File: config.mk
export PLATFORM = sky130hd
export DESIGN_NAME = reloc_limit_unit
export DESIGN_NICKNAME = d
export VERILOG_FILES = /design/src/rtl/rlu_pkg.sv /design/src/rtl/rlu_cfg_regs.sv /design/src/rtl/rlu_xlate.sv /design/src/rtl/rlu_resp.sv /design/src/rtl/reloc_limit_unit.sv
export SDC_FILE = /design/constraint.sdc
export NUM_CORES = 1
export LEC_CHECK = 0
export BUFFER_PORTS_ARGS = -buffer_cell sky130_fd_sc_hd__buf_2
export CAP_MARGIN = 15
export CORE_AREA = 4 4 139 107
export DETAILED_ROUTE_END_ITERATION = 8
export DIE_AREA = 0 0 143 111
export PLACE_DENSITY = 0.57
export SLEW_MARGIN = 20
export SYNTH_ARGS = -nofsm -noshare
export SYNTH_HDL_FRONTEND = slang
export SYNTH_SLANG_ARGS = --single-unit
File: constraint.sdc
create_clock -name clk -period 3.57 [get_ports clk]
set_input_delay 0.1785 -clock clk [delete_from_list [all_inputs] [get_ports clk]]
set_output_delay 0.1785 -clock clk [all_outputs]
set_load 0.05 [all_outputs]
File: src/rtl/rlu_pkg.sv
package rlu_pkg;

   // Target of a configuration write
   typedef enum logic {
      RLU_SEL_BASE  = 1'b0,
      RLU_SEL_LIMIT = 1'b1
   } rlu_sel_e;

   // Outcome of one translation, used by the response stage
   typedef enum logic [1:0] {
      RLU_IDLE  = 2'b00,
      RLU_GRANT = 2'b01,
      RLU_FAULT = 2'b10
   } rlu_outcome_e;

endpackage

File: src/rtl/rlu_cfg_regs.sv
module rlu_cfg_regs
   import rlu_pkg::*;
#(
   parameter int PA_W  = 20,
   parameter int LIM_W = 17
) (
   input  logic             clk,
   input  logic             rst_n,
   input  logic             priv_mode,
   input  logic             cfg_we,
   input  logic             cfg_sel,
   input  logic [PA_W-1:0]  cfg_wdata,
   output logic [PA_W-1:0]  base_q,
   output logic [LIM_W-1:0] limit_q,
   output logic             priv_err_q
);

   generate
      if (LIM_W > PA_W) begin : g_bad_width
         $error("rlu_cfg_regs: limit wider than write data");
      end
   endgenerate

   logic     wr_ok;
   logic     wr_bad;
   rlu_sel_e sel;

   assign sel    = rlu_sel_e'(cfg_sel);
   assign wr_ok  = cfg_we &  priv_mode;
   assign wr_bad = cfg_we & ~priv_mode;

   always_ff @(posedge clk or negedge rst_n) begin
      if (!rst_n) begin
         base_q <= '0;
      end else if (wr_ok && sel == RLU_SEL_BASE) begin
         base_q <= cfg_wdata;
      end
   end

   always_ff @(posedge clk or negedge rst_n) begin
      if (!rst_n) begin
         limit_q <= '0;
      end else if (wr_ok && sel == RLU_SEL_LIMIT) begin
         limit_q <= cfg_wdata[LIM_W-1:0];
      end
   end

   always_ff @(posedge clk or negedge rst_n) begin
      if (!rst_n) priv_err_q <= 1'b0;
      else        priv_err_q <= wr_bad;
   end

   AST_USER_WR_IGNORED: assert property (@(posedge clk) disable iff (!rst_n)
      (cfg_we && !priv_mode) |=> ($stable(base_q) && $stable(limit_q)));

   AST_PRIV_ERR_CAUSE: assert property (@(posedge clk) disable iff (!rst_n)
      priv_err_q |-> $past(cfg_we && !priv_mode));

endmodule

File: src/rtl/rlu_xlate.sv
module rlu_xlate #(
   parameter int LA_W  = 16,
   parameter int PA_W  = 20,
   parameter int LIM_W = 17
) (
   input  logic [LA_W-1:0]  laddr,
   input  logic [PA_W-1:0]  base,
   input  logic [LIM_W-1:0] limit,
   output logic             legal,
   output logic [PA_W-1:0]  paddr
);

   localparam int SUM_W = PA_W + 1;

   logic [PA_W-1:0]  laddr_ext;
   logic [LIM_W-1:0] laddr_cmp;
   logic [SUM_W-1:0] sum;
   logic             in_range;
   logic             wrap;

   // Widen the logical address to the physical width
   generate
      if (PA_W > LA_W) begin : g_pad
         assign laddr_ext = {{(PA_W-LA_W){1'b0}}, laddr};
      end else begin : g_same
         assign laddr_ext = laddr;
      end
   endgenerate

   assign laddr_cmp = {{(LIM_W-LA_W){1'b0}}, laddr};

   // Bounds test on the logical address, strictly below the limit
   assign in_range = (laddr_cmp < limit);

   // Relocation with carry-out kept to flag a wrap past the top
   assign sum   = {1'b0, base} + {1'b0, laddr_ext};
   assign wrap  = sum[PA_W];
   assign paddr = sum[PA_W-1:0];
   assign legal = in_range & ~wrap;

endmodule

File: src/rtl/rlu_resp.sv
module rlu_resp
   import rlu_pkg::*;
#(
   parameter int LA_W    = 16,
   parameter int PA_W    = 20,
   parameter bit REG_OUT = 1'b1
) (
   input  logic            clk,
   input  logic            rst_n,
   input  logic            req_valid,
   input  logic [LA_W-1:0] req_laddr,
   input  logic            legal,
   input  logic [PA_W-1:0] paddr,
   output logic            mem_valid_o,
   output logic [PA_W-1:0] mem_paddr_o,
   output logic            flt_valid_o,
   output logic [LA_W-1:0] flt_laddr_o
);

   rlu_outcome_e    outcome;
   logic [PA_W-1:0] paddr_gated;
   logic [LA_W-1:0] laddr_gated;

   always_comb begin
      if (!req_valid)  outcome = RLU_IDLE;
      else if (legal)  outcome = RLU_GRANT;
      else             outcome = RLU_FAULT;
   end

   // The physical address never leaves the block on a fault
   assign paddr_gated = (outcome == RLU_GRANT) ? paddr     : '0;
   assign laddr_gated = (outcome == RLU_FAULT) ? req_laddr : '0;

   generate
      if (REG_OUT) begin : g_reg
         always_ff @(posedge clk or negedge rst_n) begin
            if (!rst_n) begin
               mem_valid_o <= 1'b0;
               flt_valid_o <= 1'b0;
               mem_paddr_o <= '0;
               flt_laddr_o <= '0;
            end else begin
               mem_valid_o <= (outcome == RLU_GRANT);
               flt_valid_o <= (outcome == RLU_FAULT);
               mem_paddr_o <= paddr_gated;
               flt_laddr_o <= laddr_gated;
            end
         end

         AST_IDLE_QUIET: assert property (@(posedge clk) disable iff (!rst_n)
            !$past(req_valid) |-> !(mem_valid_o || flt_valid_o));

         AST_ONE_OUTCOME: assert property (@(posedge clk) disable iff (!rst_n)
            $past(req_valid) |-> (mem_valid_o ^ flt_valid_o));

         AST_FLT_ADDR: assert property (@(posedge clk) disable iff (!rst_n)
            flt_valid_o |-> (flt_laddr_o == $past(req_laddr)));
      end else begin : g_comb
         assign mem_valid_o = (outcome == RLU_GRANT);
         assign flt_valid_o = (outcome == RLU_FAULT);
         assign mem_paddr_o = paddr_gated;
         assign flt_laddr_o = laddr_gated;
      end
   endgenerate

   AST_FAULT_HIDES_PADDR: assert property (@(posedge clk) disable iff (!rst_n)
      flt_valid_o |-> (mem_paddr_o == '0));

   AST_EXCLUSIVE: assert property (@(posedge clk) disable iff (!rst_n)
      !(mem_valid_o && flt_valid_o));

endmodule

File: src/rtl/reloc_limit_unit.sv
module reloc_limit_unit #(
   parameter int LA_W    = 16,
   parameter int PA_W    = 20,
   parameter bit REG_OUT = 1'b1
) (
   input  logic            clk,
   input  logic            rst_n,
   input  logic            priv_mode,
   input  logic            cfg_we,
   input  logic            cfg_sel,
   input  logic [PA_W-1:0] cfg_wdata,
   output logic            priv_err,
   input  logic            req_valid,
   input  logic [LA_W-1:0] req_laddr,
   output logic            mem_valid,
   output logic [PA_W-1:0] mem_paddr,
   output logic            flt_valid,
   output logic [LA_W-1:0] flt_laddr
);

   localparam int LIM_W = LA_W + 1;

   generate
      if (LA_W < 1) begin : g_bad_la
         $error("reloc_limit_unit: LA_W must be at least 1");
      end
      if (PA_W < LIM_W) begin : g_bad_pa
         $error("reloc_limit_unit: PA_W must exceed LA_W");
      end
   endgenerate

   logic [PA_W-1:0]  base_q;
   logic [LIM_W-1:0] limit_q;
   logic             legal;
   logic [PA_W-1:0]  paddr;

   rlu_cfg_regs #(.PA_W(PA_W), .LIM_W(LIM_W)) u_regs (
      .clk        (clk),
      .rst_n      (rst_n),
      .priv_mode  (priv_mode),
      .cfg_we     (cfg_we),
      .cfg_sel    (cfg_sel),
      .cfg_wdata  (cfg_wdata),
      .base_q     (base_q),
      .limit_q    (limit_q),
      .priv_err_q (priv_err)
   );

   rlu_xlate #(.LA_W(LA_W), .PA_W(PA_W), .LIM_W(LIM_W)) u_xlate (
      .laddr (req_laddr),
      .base  (base_q),
      .limit (limit_q),
      .legal (legal),
      .paddr (paddr)
   );

   rlu_resp #(.LA_W(LA_W), .PA_W(PA_W), .REG_OUT(REG_OUT)) u_resp (
      .clk         (clk),
      .rst_n       (rst_n),
      .req_valid   (req_valid),
      .req_laddr   (req_laddr),
      .legal       (legal),
      .paddr       (paddr),
      .mem_valid_o (mem_valid),
      .mem_paddr_o (mem_paddr),
      .flt_valid_o (flt_valid),
      .flt_laddr_o (flt_laddr)
   );

   generate
      if (REG_OUT) begin : g_chk_reg
         AST_NO_WRAP: assert property (@(posedge clk) disable iff (!rst_n)
            mem_valid |-> (mem_paddr >= $past(base_q)));
      end else begin : g_chk_comb
         AST_NO_WRAP: assert property (@(posedge clk) disable iff (!rst_n)
            mem_valid |-> (mem_paddr >= base_q));
      end
   endgenerate

endmodule

Yosys cells after proc, flatten, opt, wreduce, memory -nomap -nowiden
Cells that the tools add are included.

storage, ports and cells
  bits of input ports = 42
  register bits = 76
  logic and storage cells = 23
  output and inout port bits = 39

operators by class
  $add $sub $neg = 1
  equal/unequal tests = 2
  multiplexer cells = 4
  magnitude comparators = 1
  reduce and logical (&&, ||, !) cells = 2
  bitwise operators = 6

operator list
  cell                count
  $add 20x16->21      1
  $mux 20             1
  $lt 16x17->1        1
  $mux 16             1
  $mux 2              2
  $and 1x1->1         3
  $not 1->1           3
  $eq 2x1->1 const B  1
  $eq 2x2->1 const B  1
  $logic_and 1x1->1   2

Depth between registers and ports, before layout
Gate-level depths: netlist (run 1).

  depth in word-level cells = 7
  depth in mapped cells = 9
  mapped depth without buffers = 8

Modules after synthesis
Synthesis (run 1) repeated with hierarchy kept, for this count alone.

second synthesis, totals
  cell total of the unflattened synthesis = 328
  area total of the unflattened synthesis = 4,100.2 µm²

modules (own cells, without submodules)
  module        sequential area each (µm²)  area an instance (µm²)  cells an instance  times used
  rlu_cfg_regs  950.9                       1,547.7                 81                 1
  rlu_resp      950.9                       1,313.8                 84                 1
  rlu_xlate     0.0                         1,238.7                 163                1

Least setup slack after synthesis (run 1)
No wires, ideal clock.

  kind = register to register
  start = register u_regs.base_q[0]
  end = register u_resp.mem_paddr_o[15]
  cell stages (with the launch flop) = 10
  library setup time = 0.111 ns
  required time = 3.459 ns
  data arrival time = 2.071 ns
  path slack = 1.387 ns
  cells stage by stage = dfrtp_1 > ha_1 > fa_1 > nand3_1 > a211oi_2 > a211oi_2 > or3_4 > nand4_1 > buf_2 > a2111oi_2

on the way
  longest elaborated chain between the ends = 7

RTL lines
  element                     RTL line            source
  from (decl)                 rlu_cfg_regs.sv:13  output logic [PA_W-1:0] base_q,
  from (signal assigned)      rlu_cfg_regs.sv:36  base_q <= cfg_wdata;
  $add 20x16->21 (*)          rlu_xlate.sv:36     assign sum = {1'b0, base} + {1'b0, laddr_ext};
  $not 1->1                   rlu_xlate.sv:39     assign legal = in_range & ~wrap;
  $and 1x1->1                 rlu_xlate.sv:39
  $mux 2                      rlu_resp.sv:26      else if (legal) outcome = RLU_GRANT;
  $mux 2                      rlu_resp.sv:25      if (!req_valid) outcome = RLU_IDLE;
  $eq 2x1->1                  rlu_resp.sv:31      assign paddr_gated = (outcome == RLU_GRANT) ? paddr : '0;
  $mux 20 (*)                 rlu_resp.sv:31
  via u_resp.paddr_gated[15]  rlu_resp.sv:21      logic [PA_W-1:0] paddr_gated;
  to (signal assigned)        rlu_resp.sv:45      mem_paddr_o <= paddr_gated;
  to (decl)                   rlu_resp.sv:15      output logic [PA_W-1:0] mem_paddr_o,

The timed path passes the listed nets; every way through them passes the cells marked *.
A chain may end at the register's enable or synchronous reset.

Final worst setup path (run 1)
  start = register u_regs.base_q[0]
  end = register u_resp.mem_paddr_o[19]

Same word-level chain as after synthesis.

==> flow_summary_export.csv, run 1 <==
group,metric,value,unit
critical_path,arrival,2840,ps
final_layout,syn_to_final_growth,21.89,%
sta,hold_viol,21,
global_routing,grt_pass1_vias,2975,
synthesis,synth.avg_cell_area,11.10,sq um
sta,grt_setup_unrepaired,"no",
placement,numPortBuffers,80,
drt,drtAntennaViolNets,0,
sta,max_slew.worst_pin.slew,979.1,ps
power,share_comb_of_total_power,35.2,%
die,dieArea,15870,sq um
drt,vias_per_cell,4.738,
synthesis,synth.distinct_cells,49,
critical_path,path_class,"register to register",
critical_path,path_cells,"ha_1 -> fa_1 -> nand3_1 -> a211oi_2 -> a211oi_2 -> or3_4 -> nand4_1 -> buf_4 -> a2111oi_0",
critical_path,crit_required,3760,ps
final_layout,final_cell_mix,"79 x buf_2, 76 x dfrtp_1, 38 x mux2_2",
critical_path,cpLargestDelayFamily,"compound AO/OA/AOI/OAI gates",
power,p_per_area,639.5,nW/um^2
drt,first_iter_violations,181,
critical_path,cpMaxStageDelayCell,"fa_1",
cts,clkTransAtPathRegs,60,ps
power,p_total,3105,uW
synthesis,synth_compound_area_share,11.81,%
sta,tns,0,ps
cts,numCtsBuffers,9,
placement,post-dp-hpwl,7565,um
final_layout,drive_above_1_share,31.83,%
final_layout,antenna_cells,0,
sta,maxSlewViolCount,0,
sta,max_freq,377.3,MHz
synthesis,yosys.area_share.simple,12.81,%
critical_path,critPathMostFrequentCell,"a211oi_2",
power,ir_worst_vdd,309.1,uV
power,intPower,1960,uW
sta,holdWs,-59.37,ps
die,std_cell_rows,37,
drt,vias,2928,
cts,cts_tree,"yes",
final_layout,layout_commonest_cell,"buf_2",
final_layout,stdcell_count,618,
final_layout,nNetsFinal,512,
die,core_area,13560,sq um
die,start_util,29.37,%
global_routing,grt_pass1_wl,15900,um
synthesis,synth_fa_ha_area_share,10.24,%
synthesis,ys_seq_elements,76,
placement,dpl-instance-area,4552,sq um
power,p_leak,0.002385,uW
synthesis,yosysSeqAreaShare,47.74,%
placement,place_congestion,0.8147,
critical_path,path_max_fanout,21,
cts,h-tree-depth,3,
sta,fin_skew,7.509,ps
die,die_w,143,um
drt,dr.pass1.iters,4,
synthesis,synth_nets,433,
final_layout,fin_area,4856,sq um
drt,wirelength,9927,um
synthesis,synth_cells,359,
flow_run,maxCapViolCount,0,
sta,setup_violations,0,
power,switchingPower,1146,uW
power,swShare,36.89,%
cts,worstSkewPairLatency,340,ps
critical_path,max_stage_delay,430,ps
cts,ctsHoldBuffers,0,
power,pwr-share-seq,35.1,%
drt,drc,0,
power,pwr-share-clk,29.7,%
sta,relSlewSlack,34.54,%
die,pin_count,81,
synthesis,synth_top_family_by_area,"simple AND/OR/NAND/NOR gates",
critical_path,start_kind,"register",
hold_path,hold_class,"input port to async pin",
placement,place_inst,602,
synthesis,synth_warnings,0,
critical_path,critPathCaptureType,"register",
drt,wl_per_cell,16.06,um
status,status,"finished with violations",
global_routing,antenna_found_initial,0,
synthesis,synth_edf_count,0,
status,violations,"negative hold slack",
cts,cts-root-buf,"clkbuf_16",
synthesis,synthMuxAreaShare,11.49,%
critical_path,crit_buf_inv,1,
global_routing,grt_max_degree,77,
global_routing,gr-total-overflow,0,
cts,clkSinkCount,76,
final_layout,num-fill-cells,1379,
global_routing,track_usage,12.90,%
sta,period_share,74.24,%
cts,cts_setup_buffers,0,
cts,cts_buffer_depth,2,
synthesis,async_flop_share,100.0,%
synthesis,synth_area,3984,sq um
cts,cts_resized,0,
sta,min_period,2650,ps
die,die_y,111,um
synthesis,synth_flop_cell,"dfrtp_1",
synthesis,synth_xor_area_share,2.198,%
-- synthesized netlist by cell type, types with 2 or more instances --
library cell	count	area, sq um
o21ai_0	10	50.05
nor3_1	4	20.02
o21bai_1	2	15.01
a211oi_1	2	15.01
ha_1	31	387.9
buf_2	6	30.03
a211o_1	2	17.52
a31oi_1	4	25.02
o211ai_1	2	15.01
or3_1	4	25.02
nand3b_1	2	15.01
nor2b_1	3	18.77
inv_1	21	78.83
nand3_1	10	50.05
nor2_1	27	101.4
nand2b_1	3	18.77
o21a_1	3	22.52
a221oi_1	2	17.52
a21o_1	7	52.55
mux2_2	38	427.9
dfrtp_1	76	1902
nor4_1	2	12.51
nand2_1	15	56.30
a211oi_2	2	25.02
mux2i_1	3	30.03
nand4_1	6	37.54
xnor2_1	6	52.55
a21oi_1	19	95.09
xor2_1	4	35.03
o221ai_1	2	17.52
a2111oi_0	2	17.52
and2_1	16	100.1
clkbuf_1	6	22.52
a21boi_0	2	15.01
-- metrics by stage --
step / setup slack (ps) / utilization (%) / hold WS [ps]
2_1_floorplan: 1387 / - / -117.1
3_3_place_gp: 930.1 / 33.56 / 361.6
3_5_place_dp: 915.2 / 33.56 / 374.7
4_1_cts: 884.9 / 35.80 / 9.033
5_1_grt: 740.6 / 35.80 / 19.68
6_report: 919.7 / 35.80 / -59.37
-- sequential cells by signal (all words and copies together) (netlist names) --
| name | flops |
|---|---|
| u_resp.flt_laddr_o | 16 |
| u_regs.priv_err_q | 1 |
| u_regs.limit_q | 17 |
| u_resp.flt_valid_o | 1 |
| u_resp.mem_valid_o | 1 |
| u_regs.base_q | 20 |
| u_resp.mem_paddr_o | 20 |
-- final timing paths --
check,from,end,slack (ps),cells past startpoint
worst max-delay path,u_regs.base_q[0]$_DFFE_PN0P_,u_resp.mem_paddr_o[19]$_DFF_PN0_,920,9
worst min-delay path,rst_n,u_regs.base_q[18]$_DFFE_PN0P_,-60,1
worst max register to register,u_regs.base_q[0]$_DFFE_PN0P_,u_resp.mem_paddr_o[19]$_DFF_PN0_,920,9
worst min register to register,u_regs.limit_q[4]$_DFFE_PN0P_,u_regs.limit_q[4]$_DFFE_PN0P_,500,1
max in group asynchronous,rst_n,u_resp.mem_paddr_o[18]$_DFF_PN0_,2950,1
min in group clk,priv_mode,u_regs.priv_err_q$_DFF_PN0_,20,2
-- power groups by stage --
stage,Combinational (uW),Clock [uW],Sequential (uW)
2_1_floorplan,548,0,1350
6_report,1090,922,1090
3_5_place_dp,1090,0,1110
4_1_cts,1100,941,1090
5_1_grt,1190,981,1110
3_3_place_gp,1080,0,1100
-- cells by family (layout without fill, tap and decap cells) --
| group | Yosys count | in the layout |
|---|---|---|
| AO/OA/AOI/OAI | 67 | 67 |
| XOR/XNOR | 10 | 10 |
| adder cells (fa/ha/maj) | 32 | 32 |
| buffers and inverters | 35 | 119 |
| flip-flops | 76 | 76 |
| multiplexers | 41 | 41 |
| AND/OR/NAND/NOR | 98 | 98 |
-- metal layers --
| layer | wire length (um) | vias to the layer above | GRT usage [%] |
|---|---|---|---|
| li1 | - | 1429 | - |
| met1 | 5085 | 1397 | 19.19 |
| met2 | 3978 | 88 | 17.27 |
| met3 | 682 | 14 | 4.140 |
| met4 | 180 | 0 | 4.687 |
| met5 | 0 | - | 0 |
-- area by class of cell --
| cell class | instances | area, sq um | share of cell area (%) |
|---|---|---|---|
| clock buffers | 12 | 256.5 | 5.282 |
| well taps | 175 | 219.0 | 4.509 |
| inverters | 21 | 78.83 | 1.623 |
| multi-input cells | 248 | 1934 | 39.84 |
| repair buffers | 82 | 417.9 | 8.606 |
| flip-flops and latches | 76 | 1902 | 39.17 |
| clock inverters | 4 | 47.55 | 0.9791 |
-- worst reg2reg max path, cell delays in order (launching register included) --
cell	delay [ps]
dfrtp_1	380
ha_1	210
fa_1	430
nand3_1	170
a211oi_2	100
a211oi_2	280
or3_4	200
nand4_1	90
buf_4	230
a2111oi_0	420
Note: power is estimated with default switching activity, not from simulation.
==> run 2, diff against run 1 <==
--- a/config.mk
+++ b/config.mk
@@ -5,12 +5,13 @@
 export SDC_FILE = /design/constraint.sdc
 export NUM_CORES = 1
 export LEC_CHECK = 0
+export ABC_AREA = 1
 export BUFFER_PORTS_ARGS = -buffer_cell sky130_fd_sc_hd__buf_2
 export CAP_MARGIN = 15
-export CORE_AREA = 4 4 139 107
+export CORE_AREA = 4 4 145 112
 export DETAILED_ROUTE_END_ITERATION = 8
-export DIE_AREA = 0 0 143 111
-export PLACE_DENSITY = 0.57
+export DIE_AREA = 0 0 149 116
+export PLACE_DENSITY = 0.59
 export SLEW_MARGIN = 20
 export SYNTH_ARGS = -nofsm -noshare
 export SYNTH_HDL_FRONTEND = slang
==> constraint.sdc (replaced) <==
create_clock -name clk -period 2.3 [get_ports clk]
set_input_delay 0.115 -clock clk [delete_from_list [all_inputs] [get_ports clk]]
set_output_delay 0.115 -clock clk [all_outputs]
set_load 0.05 [all_outputs]
==> run 2 against run 1 <==
Effect of this change: the run now ends clean; hold slack improved by 75 ps; die area rose by 8.9%; clock skew fell by 1.6 ps; sequential cell count did not move; register-to-register slack got worse by 730 ps; critical path type unchanged; critical endpoint is now u_resp.mem_paddr_o[11]$_DFF_PN0_; largest power group is now clock; highest routed layer unchanged.
==> flow_summary_export.csv, run 2 <==
group,metric,value,unit
critical_path,path_max_fanout,19,
final_layout,antenna_cells,0,
final_layout,nNetsFinal,701,
critical_path,r2r_cells,10,
synthesis,synth_xor_area_share,2.188,%
synthesis,synth_top_area_share,43.18,%
synthesis,synth_top_area_cell,"dfrtp_1",
sta,setup_ws,193.1,ps
hold_path,holdCritStartpoint,"cfg_wdata[17]",
placement,numPortBuffers,80,
final_layout,final_cell_mix,"138 x nand2_1, 85 x inv_1, 79 x buf_2",
critical_path,crit_required,2550,ps
synthesis,synth_fa_ha_area_share,9.261,%
cts,numCtsBuffers,9,
placement,place_congestion,0.8390,
placement,post-place-ws,137.5,ps
synthesis,yosysSeqAreaShare,43.18,%
cts,cts_tree,"yes",
sta,period_share,91.60,%
global_routing,grt_pass1_wl,17280,um
drt,drc,0,
hold_path,hold_path_end,"u_regs.base_q[17]$_DFFE_PN0P_",
global_routing,grt_pass1_vias,3430,
die,dieArea,17280,sq um
synthesis,synth.avg_cell_area,8.248,sq um
synthesis,yosys.area_share.simple,28.84,%
critical_path,cpMaxStageDelayCell,"fa_1",
die,pin_count,81,
sta,maxSlewViolCount,0,
status,status,"completed",
cts,cts-root-buf,"clkbuf_16",
drt,dr.pass1.iters,4,
hold_path,hold_class,"input port to register",
synthesis,synth_edf_count,0,
drt,vias,3466,
critical_path,max_stage_delay,440,ps
critical_path,path_class,"register to register",
sta,fin_skew,5.933,ps
hold_path,hold_depth,2,
global_routing,grt_max_degree,47,
critical_path,r2r-start,"u_regs.base_q[0]$_DFFE_PN0P_",
critical_path,arrival,2360,ps
sta,tns,0,ps
drt,drtAntennaViolNets,0,
synthesis,synth_compound_area_share,7.187,%
sta,min_period,2107,ps
synthesis,synth_flop_cell,"dfrtp_1",
final_layout,reg_top3,"u_regs.base_q x20, u_resp.mem_paddr_o x20, u_regs.limit_q x17",
cts,cts_buffer_depth,2,
critical_path,regToRegSetupSlack,190,ps
sta,setup_violations,0,
synthesis,synth_area,4404,sq um
global_routing,gr-total-overflow,0,
sta,relSlewSlack,54.91,%
cts,worstSkewPairLatency,330,ps
power,p_leak,0.003024,uW
cts,h-tree-depth,3,
drt,wirelength,10360,um
synthesis,synth.distinct_cells,37,
sta,grt_setup_unrepaired,"no",
global_routing,track_usage,12.73,%
synthesis,yosys-top-cells-count,"138 x nand2_1, 85 x inv_1, 76 x dfrtp_1",
final_layout,layout_commonest_cell,"nand2_1",
cts,cts_setup_buffers,0,
synthesis,synth_nets,608,
die,die_y,116,um
flow_run,maxCapViolCount,0,
cts,clkSinkCount,76,
critical_path,start_kind,"register",
synthesis,yosysMostFrequentCell,"nand2_1",
drt,first_iter_violations,165,
die,std_cell_rows,39,
sta,max_freq,474.6,MHz
synthesis,ys_seq_elements,76,
critical_path,critPathCaptureType,"register",
synthesis,synth_top_family_by_area,"simple AND/OR/NAND/NOR gates",
cts,clkTransAtPathRegs,60,ps
sta,hold_viol,0,
synthesis,async_flop_share,100.0,%
final_layout,num-fill-cells,1596,
die,die_w,149,um
global_routing,antenna_found_initial,0,
synthesis,synth_cells,534,
final_layout,syn_to_final_growth,24.60,%
critical_path,path_cells,"ha_1 -> fa_1 -> nand3_1 -> nand3_2 -> nand2_2 -> nand3_4 -> nand2_4 -> nand4_4 -> buf_4 -> nor2_1",
power,ir_worst_vdd,500.6,uV
die,start_util,29.50,%
sta,max_slew.worst_pin.slew,674.4,ps
synthesis,ys_top_cells_by_area,"dfrtp_1 43%, nand2_1 12%, ha_1 8.8%",
final_layout,postLayoutCoreUtil,36.75,%
drt,vias_per_cell,4.141,
placement,post-dp-hpwl,8307,um
power,p_per_area,916.9,nW/um^2
critical_path,r2r_end,"u_resp.mem_paddr_o[11]$_DFF_PN0_",
die,core_area,14930,sq um
drt,wl_per_cell,12.38,um
synthesis,synth_warnings,0,
synthesis,synthMuxAreaShare,0.2557,%
final_layout,drive_above_1_share,23.58,%
==> run 2: cell count changes after synthesis, moves of 6 or more <==
| cell | delta |
|---|---|
| nor2_4 | +21 |
| nand2_2 | +6 |
| nand3_1 | +7 |
| o21ai_0 | +25 |
| and2_1 | -14 |
| buf_2 | -6 |
| inv_1 | +64 |
| mux2_2 | -37 |
| nand2_1 | +123 |
| nor2_1 | +21 |
| a21o_1 | -6 |
==> run 2: per-layer routing <==
layer / routed length, um / vias up / global-route usage [%]
met1: 5519 / 1547 / 18.75
met4: 95 / 0 / 3.537
met3: 728 / 6 / 4.066
met2: 4018 / 82 / 17.87
met5: 0 / - / 0
li1: - / 1831 / -
==> run 2: power by group <==
part	internal, uW	switching, uW
registers	1540	97.9
clock network	1180	532
logic	518	1160
==> run 2: worst max-delay path: cells and delay by family, from the launching register on <==
kind	cells	cell delay [ps]
buffers and inverters	1	250
adders and majority gates	2	660
DFF	1	380
and+or+nand+nor	7	730
==> run 2: timing repair <==
| action | CTS | global route |
|---|---|---|
| hold buffers | 3 | 0 |
| endpoints found under the hold margin | 31 | 0 |
| setup endpoints to repair | 0 | 3 |
| gates resized for setup | 0 | 1 |
==> run 2: stage by stage <==
stage	hold slack [ps]	total power, uW	area, sq um	instances
after CTS	1.783	5094	5479	837
final	15.91	5032	5488	837
after global placement	83.64	3336	5079	818
after global routing	20.15	5348	5488	837
after detailed placement	80.62	3345	5079	818
after floorplan	-180.6	2930	4404	534
==> run 2: how the worst max path moves through the flow <==
stage	from	end	slack [ps]	depth (start not counted)
after global placement	u_regs.base_q[0]$_DFFE_PN0P_	u_resp.flt_laddr_o[5]$_DFF_PN0_	200	10
final	u_regs.base_q[0]$_DFFE_PN0P_	u_resp.mem_paddr_o[11]$_DFF_PN0_	190	10
after global routing	u_regs.base_q[0]$_DFFE_PN0P_	u_resp.flt_laddr_o[5]$_DFF_PN0_	60	10
after floorplan	u_regs.base_q[0]$_DFFE_PN0P_	u_resp.flt_laddr_o[10]$_DFF_PN0_	370	11
after detailed placement	u_regs.base_q[0]$_DFFE_PN0P_	u_resp.flt_laddr_o[5]$_DFF_PN0_	140	10
after CTS	u_regs.base_q[0]$_DFFE_PN0P_	u_resp.flt_laddr_o[5]$_DFF_PN0_	120	10
==> run 2: cells by family after synthesis <==
kind of cell / Yosys count
AND/OR/NAND/NOR: 254
flip-flops: 76
adder cells (fa/ha/maj): 32
AO/OA/AOI/OAI: 60
XOR/XNOR: 11
buffers and inverters: 100
multiplexers: 1
==> run 2: area by class of cell <==
class	count	area, sq um	area share [%]
sequential	76	1902	34.66
clock inverter	3	90.09	1.642
multi-input combinational	358	2111	38.46
clock buffer	13	280.3	5.107
inverter	91	342.8	6.247
timing repair buffer	91	505.5	9.211
tap	205	256.5	4.674
==> run 3, diff against run 2 <==
--- a/config.mk
+++ b/config.mk
@@ -11,7 +11,8 @@
 export CORE_AREA = 4 4 145 112
 export DETAILED_ROUTE_END_ITERATION = 8
 export DIE_AREA = 0 0 149 116
-export PLACE_DENSITY = 0.59
+export PLACE_DENSITY = 0.57
+export RECOVER_POWER = 25
 export SLEW_MARGIN = 20
 export SYNTH_ARGS = -nofsm -noshare
 export SYNTH_HDL_FRONTEND = slang
==> constraint.sdc (replaced) <==
create_clock -name clk -period 2.45 [get_ports clk]
set_input_delay 0.1225 -clock clk [delete_from_list [all_inputs] [get_ports clk]]
set_output_delay 0.1225 -clock clk [all_outputs]
set_load 0.05 [all_outputs]
==> run 3 against run 2 <==
Effect of this change: the flow now finishes with violations (max-capacitance violations, max-slew violations); routed wire length down 0.47%; highest routed layer unchanged; via count hardly changed; register-to-register slack gained 100 ps; count of clock-buffer cells in the layout decreased by 4; combinational power fell by 7%; die area unchanged; critical path type unchanged.
==> flow_summary_export.csv, run 3 (synthesis gave the netlist of run 2 again) <==
group,metric,value,unit
status,status,"finished with violations",
status,violations,"max-capacitance violations, max-slew violations",
cts,worstSkewPairLatency,340,ps
cts,cts-root-buf,"clkbuf_16",
global_routing,grt_pass1_vias,3387,
sta,setup_ws,292.7,ps
die,dieArea,17280,sq um
final_layout,fin_area,5358,sq um
critical_path,critPathCaptureType,"register",
cts,numCtsBuffers,9,
placement,numPortBuffers,80,
drt,dr.pass1.iters,4,
die,die_y,116,um
final_layout,reg_top3,"u_regs.base_q x20, u_resp.mem_paddr_o x20, u_regs.limit_q x17",
die,die_w,149,um
drt,vias_per_cell,4.169,
cts,clkSinkCount,76,
cts,cts_buffer_depth,2,
global_routing,antenna_found_initial,0,
sta,fin_skew,8.227,ps
power,p_per_area,830.0,nW/um^2
die,pin_count,81,
sta,setup_violations,0,
placement,place_congestion,0.8324,
cts,cts_setup_buffers,0,
flow_run,maxCapViolCount,1,
global_routing,grt_max_degree,77,
sta,tns,0,ps
final_layout,nNetsFinal,696,
global_routing,gr-total-overflow,0,
critical_path,start_kind,"register",
die,std_cell_rows,39,
cts,h-tree-depth,3,
sta,min_period,2157,ps
power,p_leak,0.002960,uW
sta,hold_viol,0,
critical_path,crit_required,2660,ps
placement,dpl-instance-area,5029,sq um
die,core_area,14930,sq um
hold_path,hold_class,"input port to register",
sta,grt_setup_unrepaired,"no",
final_layout,drive_above_1_share,22.97,%
final_layout,layout_commonest_cell,"nand2_1",
sta,maxSlewViolCount,77,
sta,period_share,88.05,%
cts,cts_tree,"yes",
sta,max_slew.worst_pin.slew,1701,ps
critical_path,arrival,2370,ps
cts,clkTransAtPathRegs,60,ps
drt,vias,3469,
final_layout,syn_to_final_growth,21.65,%
drt,drc,0,
global_routing,track_usage,12.68,%
power,ir_worst_vdd,378.2,uV
placement,post-place-ws,293.3,ps
placement,post-dp-hpwl,8044,um
global_routing,grt_pass1_wl,17140,um
critical_path,path_max_fanout,17,
die,start_util,29.50,%
final_layout,antenna_cells,0,
critical_path,path_class,"register to register",
critical_path,regToRegSetupSlack,290,ps
drt,wirelength,10310,um
sta,relSlewSlack,-13.39,%
drt,drtAntennaViolNets,0,
sta,max_freq,463.5,MHz
drt,first_iter_violations,120,
final_layout,final_cell_mix,"138 x nand2_1, 85 x inv_1, 80 x buf_2",
drt,wl_per_cell,12.39,um
-- run 3: stage by stage --
stage / utilization, % / hold slack [ps] / std cells / total power [uW]
after floorplan: - / -173.1 / 534 / 2750
final: 35.88 / 13.89 / 832 / 4447
after CTS: 35.90 / 8.559 / 832 / 4504
after detailed placement: 33.68 / 312.9 / 813 / 3130
after global placement: 33.68 / 302.4 / 813 / 3127
after global routing: 35.88 / 14.70 / 832 / 4729
-- run 3: timing repair --
action	in CTS	in global routing
hold buffers	3	0
endpoints found under the hold margin	48	0
resized for setup	0	0
-- run 3: layout make-up --
type | instances | area [sq um]
fill | 1628 | 9574
multi-input combinational | 358 | 2102
sequential | 76 | 1902
timing repair buffer | 86 | 452.9
inverter | 91 | 342.8
tap | 205 | 256.5
clock buffer | 9 | 225.2
clock inverter | 7 | 76.32
-- run 3: worst max-delay path, cell delays in order (launching register included) --
cell,delay [ps]
dfrtp_1,380
ha_1,220
fa_1,430
nand3_1,120
nand3_2,100
nand2_2,100
nand3_4,80
nand2_4,80
nand3_2,90
nand2_4,330
nor2_1,80
-- run 3: power breakdown --
group          internal [uW]  total, uW  switching, uW
combinational            476       1560           1080
sequential              1450       1540           92.9
clock                    793       1350            552
total                   2720       4450           1730
-- run 3: worst paths after layout --
| check | from | endpoint | depth (start not counted) |
|---|---|---|---|
| hold / removal | cfg_wdata[17] | u_regs.base_q[17]$_DFFE_PN0P_ | 2 |
| hold reg to reg | u_regs.limit_q[6]$_DFFE_PN0P_ | u_regs.limit_q[6]$_DFFE_PN0P_ | 2 |
| max in group asynchronous | rst_n | u_regs.limit_q[16]$_DFFE_PN0P_ | 2 |
| setup reg to reg | u_regs.base_q[0]$_DFFE_PN0P_ | u_resp.flt_laddr_o[5]$_DFF_PN0_ | 10 |
| setup / recovery | u_regs.base_q[0]$_DFFE_PN0P_ | u_resp.flt_laddr_o[5]$_DFF_PN0_ | 10 |
| min in group asynchronous | rst_n | u_resp.mem_paddr_o[8]$_DFF_PN0_ | 2 |
-- run 3: layer usage --
layer  vias to the layer above  track usage [%]  share of wire (%)
met5                         -                0                  0
met4                         0            3.476                1.0
met3                         8            4.457                7.0
met2                        78            17.48                 38
met1                      1560            18.72                 54
li1                       1823                -                  -
